## config.mk

```make
export PLATFORM = sky130hd
export DESIGN_NAME = osc_jitter
export DESIGN_NICKNAME = d
export VERILOG_FILES = /design/src/rtl/osc_jit_pkg.sv /design/src/rtl/osc_sweep.sv /design/src/rtl/osc_period.sv /design/src/rtl/osc_cycle_timer.sv /design/src/rtl/osc_jitter.sv
export SDC_FILE = /design/constraint.sdc
export NUM_CORES = 1
export LEC_CHECK = 0
export BUFFER_PORTS_ARGS = -buffer_cell sky130_fd_sc_hd__buf_4
export CORE_MARGIN = 4
export CORE_UTILIZATION = 35
export DETAILED_ROUTE_END_ITERATION = 16
export GPL_ROUTABILITY_DRIVEN = 0
export PLACE_DENSITY = 0.47
export SLEW_MARGIN = 15
export SYNTH_ARGS = -nofsm -noshare
export SYNTH_HDL_FRONTEND = slang
export SYNTH_HIERARCHICAL = 1
export SYNTH_SLANG_ARGS = --single-unit
```

## constraint.sdc

```tcl
create_clock -name clk -period 37.1 [get_ports clk]
set_input_delay 7.42 -clock clk [delete_from_list [all_inputs] [get_ports clk]]
set_output_delay 7.42 -clock clk [all_outputs]
set_load 0.03 [all_outputs]
```

## src/rtl/osc_jit_pkg.sv

```systemverilog
package osc_jit_pkg;

  typedef enum logic {
    SWEEP_UP   = 1'b0,
    SWEEP_DOWN = 1'b1
  } sweep_dir_e;

  // clocks in one nominal switching period
  function automatic int base_count(input int clk_hz, input int f_hz);
    return clk_hz / f_hz;
  endfunction

  // jitter depth in whole clocks
  function automatic int dev_count(input int nom, input int permil);
    return (nom * permil) / 1000;
  endfunction

  // fixed-point step per switching cycle so that one full swing takes half a modulation period
  function automatic int step_fx(input int dev, input int f_hz, input int mod_us, input int frac_w);
    longint half;
    longint s;
    half = (longint'(f_hz) * longint'(mod_us)) / 64'sd2000000;
    if (half < 1) half = 1;
    s = (longint'(2 * dev) <<< frac_w) / half;
    if (s < 1) s = 1;
    return int'(s);
  endfunction

endpackage

```

## src/rtl/osc_sweep.sv

```systemverilog
module osc_sweep
  import osc_jit_pkg::*;
#(
  parameter int ACC_W = 16
) (
  input  logic                    clk,
  input  logic                    rst_n,
  input  logic                    adv,
  input  logic                    restart,
  input  logic signed [ACC_W-1:0] step,
  input  logic signed [ACC_W-1:0] lim,
  output logic signed [ACC_W-1:0] acc_next
);

  logic signed [ACC_W-1:0] acc_q;
  logic signed [ACC_W-1:0] sum;
  logic signed [ACC_W-1:0] dif;
  sweep_dir_e              dir_q;
  sweep_dir_e              dir_d;

  always_comb begin
    sum      = acc_q + step;
    dif      = acc_q - step;
    acc_next = acc_q;
    dir_d    = dir_q;
    if (restart) begin
      acc_next = '0;
      dir_d    = SWEEP_UP;
    end else if (adv) begin
      if (dir_q == SWEEP_UP) begin
        if (sum >= lim) begin
          acc_next = lim;
          dir_d    = SWEEP_DOWN;
        end else begin
          acc_next = sum;
        end
      end else begin
        if (dif <= -lim) begin
          acc_next = -lim;
          dir_d    = SWEEP_UP;
        end else begin
          acc_next = dif;
        end
      end
    end
  end

  always_ff @(posedge clk or negedge rst_n) begin
    if (!rst_n) begin
      acc_q <= '0;
      dir_q <= SWEEP_UP;
    end else begin
      acc_q <= acc_next;
      dir_q <= dir_d;
    end
  end

endmodule

```

## src/rtl/osc_period.sv

```systemverilog
module osc_period #(
  parameter int NOM_A    = 100,
  parameter int NOM_B    = 65,
  parameter int DUTY_PCT = 80,
  parameter int FRAC_W   = 8,
  parameter int ACC_W    = 16,
  parameter int CNT_W    = 8
) (
  input  logic                    sel_b,
  input  logic signed [ACC_W-1:0] acc,
  output logic        [CNT_W-1:0] period,
  output logic        [CNT_W-1:0] width
);

  logic signed [ACC_W-1:0] ofs;
  logic signed [31:0]      ofs32;
  logic signed [31:0]      base;
  logic signed [31:0]      per32;
  logic signed [31:0]      wid32;
  logic                    unused_hi;

  always_comb begin
    ofs    = acc >>> FRAC_W;
    ofs32  = 32'(ofs);
    base   = sel_b ? 32'(NOM_B) : 32'(NOM_A);
    per32  = base - ofs32;
    wid32  = (per32 * DUTY_PCT) / 100;
    period = per32[CNT_W-1:0];
    width  = wid32[CNT_W-1:0];
  end

  assign unused_hi = ^{per32[31:CNT_W], wid32[31:CNT_W]};

endmodule

```

## src/rtl/osc_cycle_timer.sv

```systemverilog
module osc_cycle_timer #(
  parameter int CNT_W = 8
) (
  input  logic             clk,
  input  logic             rst_n,
  input  logic [CNT_W-1:0] period_d,
  input  logic [CNT_W-1:0] width_d,
  output logic             bnd,
  output logic             live,
  output logic             cyc_start,
  output logic             duty_win,
  output logic             ramp_rst
);

  logic [CNT_W-1:0] cnt_q;
  logic [CNT_W-1:0] per_q;
  logic [CNT_W-1:0] wid_q;
  logic             live_q;

  assign bnd  = !live_q || (cnt_q == per_q - CNT_W'(1));
  assign live = live_q;

  always_ff @(posedge clk or negedge rst_n) begin
    if (!rst_n) begin
      cnt_q  <= '0;
      per_q  <= '0;
      wid_q  <= '0;
      live_q <= 1'b0;
    end else if (bnd) begin
      cnt_q  <= '0;
      per_q  <= period_d;
      wid_q  <= width_d;
      live_q <= 1'b1;
    end else begin
      cnt_q  <= cnt_q + CNT_W'(1);
    end
  end

  assign cyc_start = live_q && (cnt_q == '0);
  assign duty_win  = live_q && (cnt_q < wid_q);
  assign ramp_rst  = live_q && (cnt_q == wid_q);

endmodule

```

## src/rtl/osc_jitter.sv

```systemverilog
module osc_jitter
  import osc_jit_pkg::*;
#(
  parameter int CLK_HZ     = 100_000_000,
  parameter int F_A        = 65_000,
  parameter int F_B        = 100_000,
  parameter int MOD_US     = 6_000,
  parameter int JIT_PERMIL = 75,
  parameter int DUTY_PCT   = 80,
  parameter int FRAC_W     = 8
) (
  input  logic clk,
  input  logic rst_n,
  input  logic opt_fast,
  output logic cyc_start,
  output logic duty_win,
  output logic ramp_rst
);

  localparam int NOM_A  = base_count(CLK_HZ, F_A);
  localparam int NOM_B  = base_count(CLK_HZ, F_B);
  localparam int DEV_A  = dev_count(NOM_A, JIT_PERMIL);
  localparam int DEV_B  = dev_count(NOM_B, JIT_PERMIL);
  localparam int STEP_A = step_fx(DEV_A, F_A, MOD_US, FRAC_W);
  localparam int STEP_B = step_fx(DEV_B, F_B, MOD_US, FRAC_W);
  localparam int LIM_A  = DEV_A * (1 << FRAC_W);
  localparam int LIM_B  = DEV_B * (1 << FRAC_W);
  localparam int MAX_P  = (NOM_A + DEV_A > NOM_B + DEV_B) ? NOM_A + DEV_A : NOM_B + DEV_B;
  localparam int MIN_P  = (NOM_A - DEV_A < NOM_B - DEV_B) ? NOM_A - DEV_A : NOM_B - DEV_B;
  localparam int DEV_MX = (DEV_A > DEV_B) ? DEV_A : DEV_B;
  localparam int CNT_W  = $clog2(MAX_P + 1);
  localparam int ACC_W  = $clog2(DEV_MX + 1) + FRAC_W + 2;

  logic                    bnd;
  logic                    live;
  logic                    opt_q;
  logic                    opt_chg;
  logic                    restart;
  logic                    adv;
  logic signed [ACC_W-1:0] step_sel;
  logic signed [ACC_W-1:0] lim_sel;
  logic signed [ACC_W-1:0] acc_next;
  logic        [CNT_W-1:0] period_d;
  logic        [CNT_W-1:0] width_d;

  // option of the running cycle; taken only on a boundary
  always_ff @(posedge clk or negedge rst_n) begin
    if (!rst_n) opt_q <= 1'b0;
    else if (bnd) opt_q <= opt_fast;
  end

  assign opt_chg  = (opt_fast != opt_q);
  assign restart  = bnd && (!live || opt_chg);
  assign adv      = bnd && live && !opt_chg;
  assign step_sel = opt_q ? ACC_W'(STEP_B) : ACC_W'(STEP_A);
  assign lim_sel  = opt_q ? ACC_W'(LIM_B)  : ACC_W'(LIM_A);

  osc_sweep #(
    .ACC_W(ACC_W)
  ) u_sweep (
    .clk     (clk),
    .rst_n   (rst_n),
    .adv     (adv),
    .restart (restart),
    .step    (step_sel),
    .lim     (lim_sel),
    .acc_next(acc_next)
  );

  osc_period #(
    .NOM_A   (NOM_A),
    .NOM_B   (NOM_B),
    .DUTY_PCT(DUTY_PCT),
    .FRAC_W  (FRAC_W),
    .ACC_W   (ACC_W),
    .CNT_W   (CNT_W)
  ) u_period (
    .sel_b (opt_fast),
    .acc   (acc_next),
    .period(period_d),
    .width (width_d)
  );

  osc_cycle_timer #(
    .CNT_W(CNT_W)
  ) u_timer (
    .clk      (clk),
    .rst_n    (rst_n),
    .period_d (period_d),
    .width_d  (width_d),
    .bnd      (bnd),
    .live     (live),
    .cyc_start(cyc_start),
    .duty_win (duty_win),
    .ramp_rst (ramp_rst)
  );

endmodule

```

# == Word level (Yosys, flattened, before mapping) ==
# Cells that the tools add are included.
# classes
add_sub_neg,6
multipliers,1
n_div,1
order_cmp,3
eq_ne,3
muxes,14
reduce_logical,12
# op_table
operator,count
$mux 17,5
$div 32x8->32 const B,1
$mul 32x4->28 const B,1
$eq 11x11->1,2
$mux 11,2
$add 17x10->17,1
$ge 17x16->1,1
$le 17x17->1,1
$neg 15->17,1
$sub 17x10->17,1
$mux 14,1
$sub 12x9->13,1
$add 11x1->11 const B,1
$logic_not 11->1,1
$lt 11x11->1,1
$sub 11x1->11 const B,1
$mux 9,1
$logic_and 1x1->1,6
$mux 1,5
$logic_not 1->1,2
$logic_or 1x1->1,2
$reduce_bool 2->1,1
$ne 1x1->1,1
# totals
register_bits,53
in_bits,3
out_inout_bits,3
word_cells,48

# == Logic depth before layout (Yosys ltp) ==
# Gate-level depths: netlist of the first run.
# depth
depth_word,10
depth_mapped,104

# == Modules after synthesis ==
# The synthesis of the first run kept the hierarchy.
# modules_own_cells
mod,n_inst,cells_per_inst,area_per_inst_um2,seq_area_each_um2
osc_period,1,1285,9069.9,0.0
osc_sweep,1,513,3993.8,450.4
osc_cycle_timer,1,188,2100.8,850.8
osc_jitter,1,9,67.6,25.0

# == Worst setup path after synthesis of the first run ==
# Ideal clock, no wire load.
# synth_timing
kind,input to register
startpoint,in opt_fast
endpoint,reg u_timer.wid_q[10]
setup_time_ns,0.125
arrival_ns,25.515
t_required_ns,36.975
slack_ns,11.460
path_stages,79
path_buffers,6
cell_sequence,xnor2_1 and3_1 clkbuf_1 nor2b_1 a22o_1 buf_4 inv_1 fa_1 a31oi_1 nor3b_1 nor2_1 nor2b_1 o21ai_0 nand2b_1 a211oi_1 xnor2_1 and2_1 nor2_1 [43 not listed] ha_1 a31oi_1 o21ai_0 nand2_1 a2111oi_1 o211ai_1 and3_1 a211o_1 o2bb2ai_1 a2111oi_4 nand2_1 nor2_1 ha_1 inv_1 nor2_1 a41oi_1 xnor2_1 mux2_2
# synth_between
elab_chain_len,8
# synth_rtl
item,line_no,text
from (decl),osc_jitter.sv:14,"input logic opt_fast,"
$ne 1x1->1,osc_jitter.sv:52,assign opt_chg = (opt_fast != opt_q);
$logic_not 1->1,osc_jitter.sv:54,assign adv = bnd && live && !opt_chg;
$logic_and 1x1->1,osc_jitter.sv:54,
named net adv,osc_jitter.sv:39,logic adv;
$mux 17,osc_sweep.sv:29,end else if (adv) begin
$mux 17,osc_sweep.sv:26,if (restart) begin
named net acc_next[8],osc_jitter.sv:42,logic signed [ACC_W-1:0] acc_next;
$sub 12x9->13,osc_period.sv:26,per32 = base - ofs32;
named net period_d[10],osc_jitter.sv:43,logic [CNT_W-1:0] period_d;
$mul 32x4->28,osc_period.sv:27,wid32 = (per32 * DUTY_PCT) / 100;
$div 32x8->32,osc_period.sv:27,
named net width_d[10],osc_jitter.sv:44,logic [CNT_W-1:0] width_d;
to (signal assigned),osc_cycle_timer.sv:32,wid_q <= width_d;
to (decl),osc_cycle_timer.sv:17,logic [CNT_W-1:0] wid_q;
# The timed path passes the listed nets, and every way through them passes these cells. The select of a mux whose other input is x is not followed.
# A chain may end at the register's enable or synchronous reset.

# == Worst setup path after layout of the first run ==
# layout_timing
startpoint,in opt_fast
endpoint,reg u_timer.wid_q[10]
# layout_between
elab_chain_len,8
# layout_rtl
item,line_no
$ne 1x1->1,osc_jitter.sv:52
$logic_not 1->1,osc_jitter.sv:54
$logic_and 1x1->1,osc_jitter.sv:54
named net adv,osc_jitter.sv:39
$mux 17,osc_sweep.sv:29
$mux 17,osc_sweep.sv:26
named net acc_next[9],osc_jitter.sv:42
$sub 12x9->13,osc_period.sv:26
$mul 32x4->28,osc_period.sv:27
$div 32x8->32,osc_period.sv:27
named net width_d[10],osc_jitter.sv:44
# The timed path passes the listed nets, and every way through them passes these cells. The select of a mux whose other input is x is not followed.

==> flow_metrics.py, run 1 <==
metrics = {
    "clocking": {
        "clk_pin_slew_ns": 0.07,
        "clock_path_buffers": 2,
        "cts_buffers": 5,
        "cts_resized": 0,
        "clockRootBuffer": "clkbuf_16",
        "clock-sinks": 53,
        "clkLatencyLatePin_ns": 0.30,
        "cts_tree": "built",
        "htreeDepth": 2,
        "hold_buffers": 0,
        "cts_setup_buffers": 0,
    },
    "synth": {
        "ys_seq_elements": 53,
        "yosys.area.top_type_share_pct": 9.53,
        "yosys.area.top_type": "ha_1",
        "synth_cell_types": 144,
        "synth_cells": 1995,
        "yosys_warnings": 6,
        "synth_edf_count": 0,
        "yosysSeqAreaShare_pct": 8.71,
        "yosys-top-cells-area": "ha_1, dfrtp_1, xnor2_1, nor2_1, a21oi_1",
        "synth_flop_cell": "dfrtp_1",
        "async_reset_ff_share_pct": 100,
        "synth.avg_cell_area_sq_um": 7.64,
        "syn_area_sq_mm": 0.0152,
    },
    "drt": {
        "wl_um": 50100,
        "postRouteAntennaNets": 0,
        "post-route-drc-count": 0,
        "wire_per_inst_um": 19.4,
        "drt_first_pass_iters": 5,
        "vias_per_cell": 6.00,
        "drt_iter0_drc": 1142,
        "vias": 15521,
    },
    "setup_path": {
        "cp_common_cell": "nor2_1",
        "critPathKind": "input port to flip-flop",
        "critical-path-max-stage-delay_ns": 0.81,
        "cp_max_fo": 21,
        "slowest_stage": "nor3b_1",
        "worstPathArrival_ns": 30.96,
        "start_kind": "input port",
        "worst_setup_path_end_kind": "flip-flop",
        "worstPathRequired_ns": 37.27,
    },
    "floorplanning": {
        "chipHeight_um": 217,
        "die_area_sq_mm": 0.0469,
        "core_region_area_sq_mm": 0.0431,
        "die_x_um": 217,
        "ios": 6,
        "start_util_pct": 35.4,
        "rows": 76,
    },
    "finish": {
        "fin_cells": 2588,
        "area_growth_pct": 4.92,
        "fin_nets": 2125,
        "seqCellArea_sq_mm": 0.00133,
        "drive_gt1_share_pct": 9.34,
        "nFillCells": 4560,
        "antennaDiodeCount": 0,
        "multi_input_comb_area_sq_mm": 0.0132,
    },
    "global_route": {
        "grt_usage_pct": 20.5,
        "grt_pass1_vias": 14616,
        "antenna_found_initial": 1,
        "grt_overflow_total": 0,
        "grt_first_pass_wirelength_um": 80600,
        "grt_max_degree": 54,
    },
    "timing": {
        "fin_setup_tns_ns": 0,
        "rsz0062_at_grt": "no",
        "post-route-min-period_ns": 30.79,
        "max_freq_ghz": 0.0325,
        "drv_slew": 0,
        "max-slew-margin-rel_pct": 22.4,
        "finalHoldViolCount": 0,
        "setup_violations": 0,
        "worst_slack_ns": 6.31,
        "tightest_slew_ns": 1.16,
        "post-route-period-util_pct": 83.0,
        "skew_ns": 0.0131,
    },
    "flow_run": {
        "timing.max_cap.violations": 0,
    },
    "placement": {
        "port_buffers": 5,
        "hpwl_um": 40600,
        "place_inst": 2580,
        "dp_slack_ns": 6.49,
    },
    "hold_path": {
        "hold_class": "flip-flop to flip-flop",
    },
    "run_status": {
        "status": "complete, no violations",
    },
}
per-stage QoR:
step                      instance area [sq um]  util, %  hold slack, ns
final                                     16000     37.1           0.513
after global routing                      16000     37.1           0.550
after CTS                                 16000     37.1           0.519
after detailed placement                  15800     36.7           0.503
after global placement                    15800     36.7           0.495
after floorplan                           15500        -           0.481
flip-flops by register name (all words and copies together), names as in the netlist:
name and flops:
opt_q 1, u_sweep/acc_q 17, u_sweep/dir_q 1, u_timer/cnt_q 11
u_timer/live 1, u_timer/per_q 11, u_timer/wid_q 11
Yosys cell counts, types with 25 or more instances:
master,instances
nor3_1,72
nor4_1,36
nand3_1,63
and3_1,25
dfrtp_1,53
nand2b_1,29
a21oi_1,108
nand4_1,26
o21ai_0,62
buf_2,28
a31oi_1,32
nand2_1,128
a211oi_1,33
o211ai_1,40
o21ai_1,28
xnor2_1,103
inv_1,98
nor2_1,179
mux2i_1,44
ha_1,116
a21o_1,34
xor2_1,54
metal layers:
metal	track usage, %	vias to the layer above	part of all wire, %
met5	0	-	0
met4	3.90	0	1.7
met3	0.855	54	3.5
met2	34.6	376	46
met1	29.2	7495	49
li1	-	7596	-
path summary, 6_finish.rpt:
check,startpoint,to,slack [ns],depth (start not counted)
min,u_timer/wid_q[2]$_DFFE_PN0P_,u_timer/wid_q[2]$_DFFE_PN0P_,0.51,1
min reg2reg,u_timer/wid_q[2]$_DFFE_PN0P_,u_timer/wid_q[2]$_DFFE_PN0P_,0.51,1
max in group asynchronous,rst_n,u_timer/wid_q[10]$_DFFE_PN0P_,29.43,1
max reg2reg,opt_q$_DFFE_PN0P_,u_timer/wid_q[10]$_DFFE_PN0P_,8.87,87
min in group asynchronous,rst_n,u_timer/cnt_q[5]$_DFF_PN0_,7.19,1
max,opt_fast,u_timer/wid_q[10]$_DFFE_PN0P_,6.31,78
final cells by class:
type | instances | share of cell area, %
multi-input cells | 1826 | 82.9
clock buffers | 7 | 0.893
well taps | 585 | 4.58
repair buffers | 18 | 0.846
flip-flops and latches | 53 | 8.30
inverters | 98 | 2.30
clock inverters | 1 | 0.188
worst max-delay path: cells and delay by family:
kind	cells	cell delay, ns
xor+xnor	5	1.15
simple gates	26	8.64
compound gates	36	11.41
mux	3	0.59
fa+ha+maj	5	1.43
buf+inv	3	0.30
cells by family (layout without fill, tap and decap cells):
kind of cell,after synthesis,after routing,share of synthesized area [%]
simple gates,740,740,26.1
compound gates,647,647,32.8
buf+inv,181,124,5.93
xor+xnor,162,162,9.64
fa+ha+maj,120,120,10.1
mux,89,89,6.70
flops,53,53,8.71
other cells,3,68,0.0739
layout by cell type (no fill, tap or decap), drive strengths merged, types with 13 or more instances in the layout:
master and instances:
a2111oi 14, a211oi 44, a21boi 14, a21o 34
a21oi 116, a311oi 14, a31oi 35, and2 25
and3 28, buf 18, conb 68, dfrtp 53
ha 116, inv 98, mux2 44, mux2i 45
nand2 131, nand2b 29, nand3 65, nand4 26
nor2 184, nor2b 19, nor3 79, nor4 41
o2111ai 14, o211ai 42, o21a 22, o21ai 94
o22ai 13, o311ai 13, o31ai 23, or2 19
or3 25, or4 17, xnor2 107, xor2 55
Power of run 1 is not shown: default switching activity piles up to over one toggle a cycle in this logic, so the estimate is an artifact.
==> run 2: changes to the inputs <==
==> constraint.sdc (replaced) <==
create_clock -name clk -period 31.4 [get_ports clk]
set_input_delay 6.28 -clock clk [delete_from_list [all_inputs] [get_ports clk]]
set_output_delay 6.28 -clock clk [all_outputs]
set_load 0.03 [all_outputs]
==> run 2 against run 1 <==
Clock skew about the same; design area hardly changed; via count is 0.62% lower; highest routed layer unchanged; count of clock-buffer cells in the layout stayed put.
==> flow_metrics.py, run 2 (same netlist as run 1, synthesis figures left out) <==
metrics = {
    "setup_path": {
        "regToRegStartpoint": "opt_q$_DFFE_PN0P_",
        "path_buf_inv": 3,
        "path_depth": 78,
        "slowest_stage": "nor3b_1",
        "reg2reg_depth": 88,
        "r2r_slack_ns": 3.52,
        "worstPathRequired_ns": 31.58,
        "critPathKind": "input port to flip-flop",
        "r2r-end": "u_timer/wid_q[10]$_DFFE_PN0P_",
        "cp_common_cell": "nor2_1",
        "cpLargestDelayFamily": "compound AO/OA/AOI/OAI gates",
        "worst_setup_path_end_kind": "flip-flop",
        "start_kind": "input port",
        "cp_max_fo": 21,
        "worstPathArrival_ns": 29.49,
        "critical-path-max-stage-delay_ns": 0.77,
    },
    "timing": {
        "max-slew-margin-rel_pct": 20.2,
        "drv_slew": 0,
        "finalHoldViolCount": 0,
        "tightest_slew_ns": 1.19,
        "setup_violations": 0,
        "rsz0062_at_grt": "no",
        "post-route-period-util_pct": 93.3,
        "fin_setup_tns_ns": 0,
        "max_freq_ghz": 0.0341,
        "post-route-min-period_ns": 29.31,
        "skew_ns": 0.0131,
    },
    "floorplanning": {
        "ios": 6,
        "core_region_area_sq_mm": 0.0431,
        "rows": 76,
        "die_x_um": 217,
        "die_area_sq_mm": 0.0469,
        "start_util_pct": 35.4,
        "chipHeight_um": 217,
    },
    "clocking": {
        "clockRootBuffer": "clkbuf_16",
        "hold_buffers": 0,
        "clkLatencyLatePin_ns": 0.30,
        "cts_tree": "built",
        "clock_path_buffers": 2,
        "clock-sinks": 53,
        "clk_pin_slew_ns": 0.07,
        "cts_buffers": 5,
        "htreeDepth": 2,
    },
    "flow_run": {
        "timing.max_cap.violations": 0,
    },
    "hold_path": {
        "min_from": "u_timer/wid_q[2]$_DFFE_PN0P_",
        "hold_depth": 1,
        "hold_end": "u_timer/wid_q[2]$_DFFE_PN0P_",
        "hold_class": "flip-flop to flip-flop",
    },
    "drt": {
        "postRouteAntennaNets": 0,
        "vias": 15424,
        "vias_per_cell": 5.96,
        "wl_um": 50200,
        "drt_first_pass_iters": 5,
        "drt_iter0_drc": 1074,
        "wire_per_inst_um": 19.4,
        "post-route-drc-count": 0,
    },
    "finish": {
        "area_growth_pct": 4.99,
        "fin_nets": 2125,
        "nFillCells": 4583,
        "antennaDiodeCount": 0,
        "drive_gt1_share_pct": 9.44,
        "regMostFlops": "u_sweep/acc_q",
        "final_cell_mix": "nor2_1, nand2_1, ha_1, a21oi_1, xnor2_1",
        "largest_register_ffs": 17,
        "final_common_cell": "nor2_1",
    },
    "global_route": {
        "grt_pass1_vias": 14723,
        "grt_first_pass_wirelength_um": 80700,
        "grt_max_degree": 54,
        "grt_overflow_total": 0,
        "antenna_found_initial": 0,
        "grt_usage_pct": 20.5,
    },
    "placement": {
        "hpwl_um": 40600,
        "port_buffers": 5,
    },
    "run_status": {
        "status": "complete, no violations",
    },
}
==> run 2: final cells by class <==
cell class              count  area (sq um)  area share, %
inverters                  98           368           2.30
flip-flops and latches     53          1330           8.29
repair buffers             18           135          0.845
well taps                 585           732           4.58
multi-input cells        1826         13300           82.9
clock buffers               7           143          0.892
clock inverters             1          30.0          0.188
==> run 2: stage by stage <==
stage / instance area (sq um) / utilization, % / cells / setup WS (ns) / hold WS, ns
2_1_floorplan: 15500 / - / 2060 / 6.90 / 0.481
3_3_place_gp: 15800 / 36.7 / 2580 / 2.46 / 0.495
3_5_place_dp: 15800 / 36.7 / 2580 / 1.81 / 0.498
4_1_cts: 16000 / 37.1 / 2588 / 2.06 / 0.514
5_1_grt: 16000 / 37.1 / 2588 / 0.0569 / 0.533
6_report: 16000 / 37.1 / 2588 / 2.09 / 0.512
==> run 2: worst max-delay path by stage <==
| stage | start | endpoint | slack, ns |
|---|---|---|---|
| after global routing | opt_fast | u_timer/wid_q[10]$_DFFE_PN0P_ | 0.06 |
| after global placement | opt_fast | u_timer/wid_q[10]$_DFFE_PN0P_ | 2.46 |
| final | opt_fast | u_timer/wid_q[10]$_DFFE_PN0P_ | 2.09 |
| after detailed placement | opt_fast | u_timer/wid_q[10]$_DFFE_PN0P_ | 1.81 |
| after CTS | opt_fast | u_timer/wid_q[10]$_DFFE_PN0P_ | 2.06 |
| after floorplan | opt_fast | u_timer/wid_q[10]$_DFFE_PN0P_ | 6.90 |
==> run 2: per-layer routing <==
metal  vias up  global-route usage, %  share of wire, %  routed length (um)
met4         0                   4.03               1.7                 839
met3        57                   1.11               3.5                1780
met2       338                   34.2                46               23000
li1       7590                      -                 -                   -
met1      7439                   29.3                49               24500
met5         -                      0                 0                   0
==> run 2: timing repair <==
action | CTS | global route
setup buffers | 0 | 0
setup endpoints to repair | 0 | 6
resized for setup | 0 | 3
Power of run 2 is left out for the same reason.
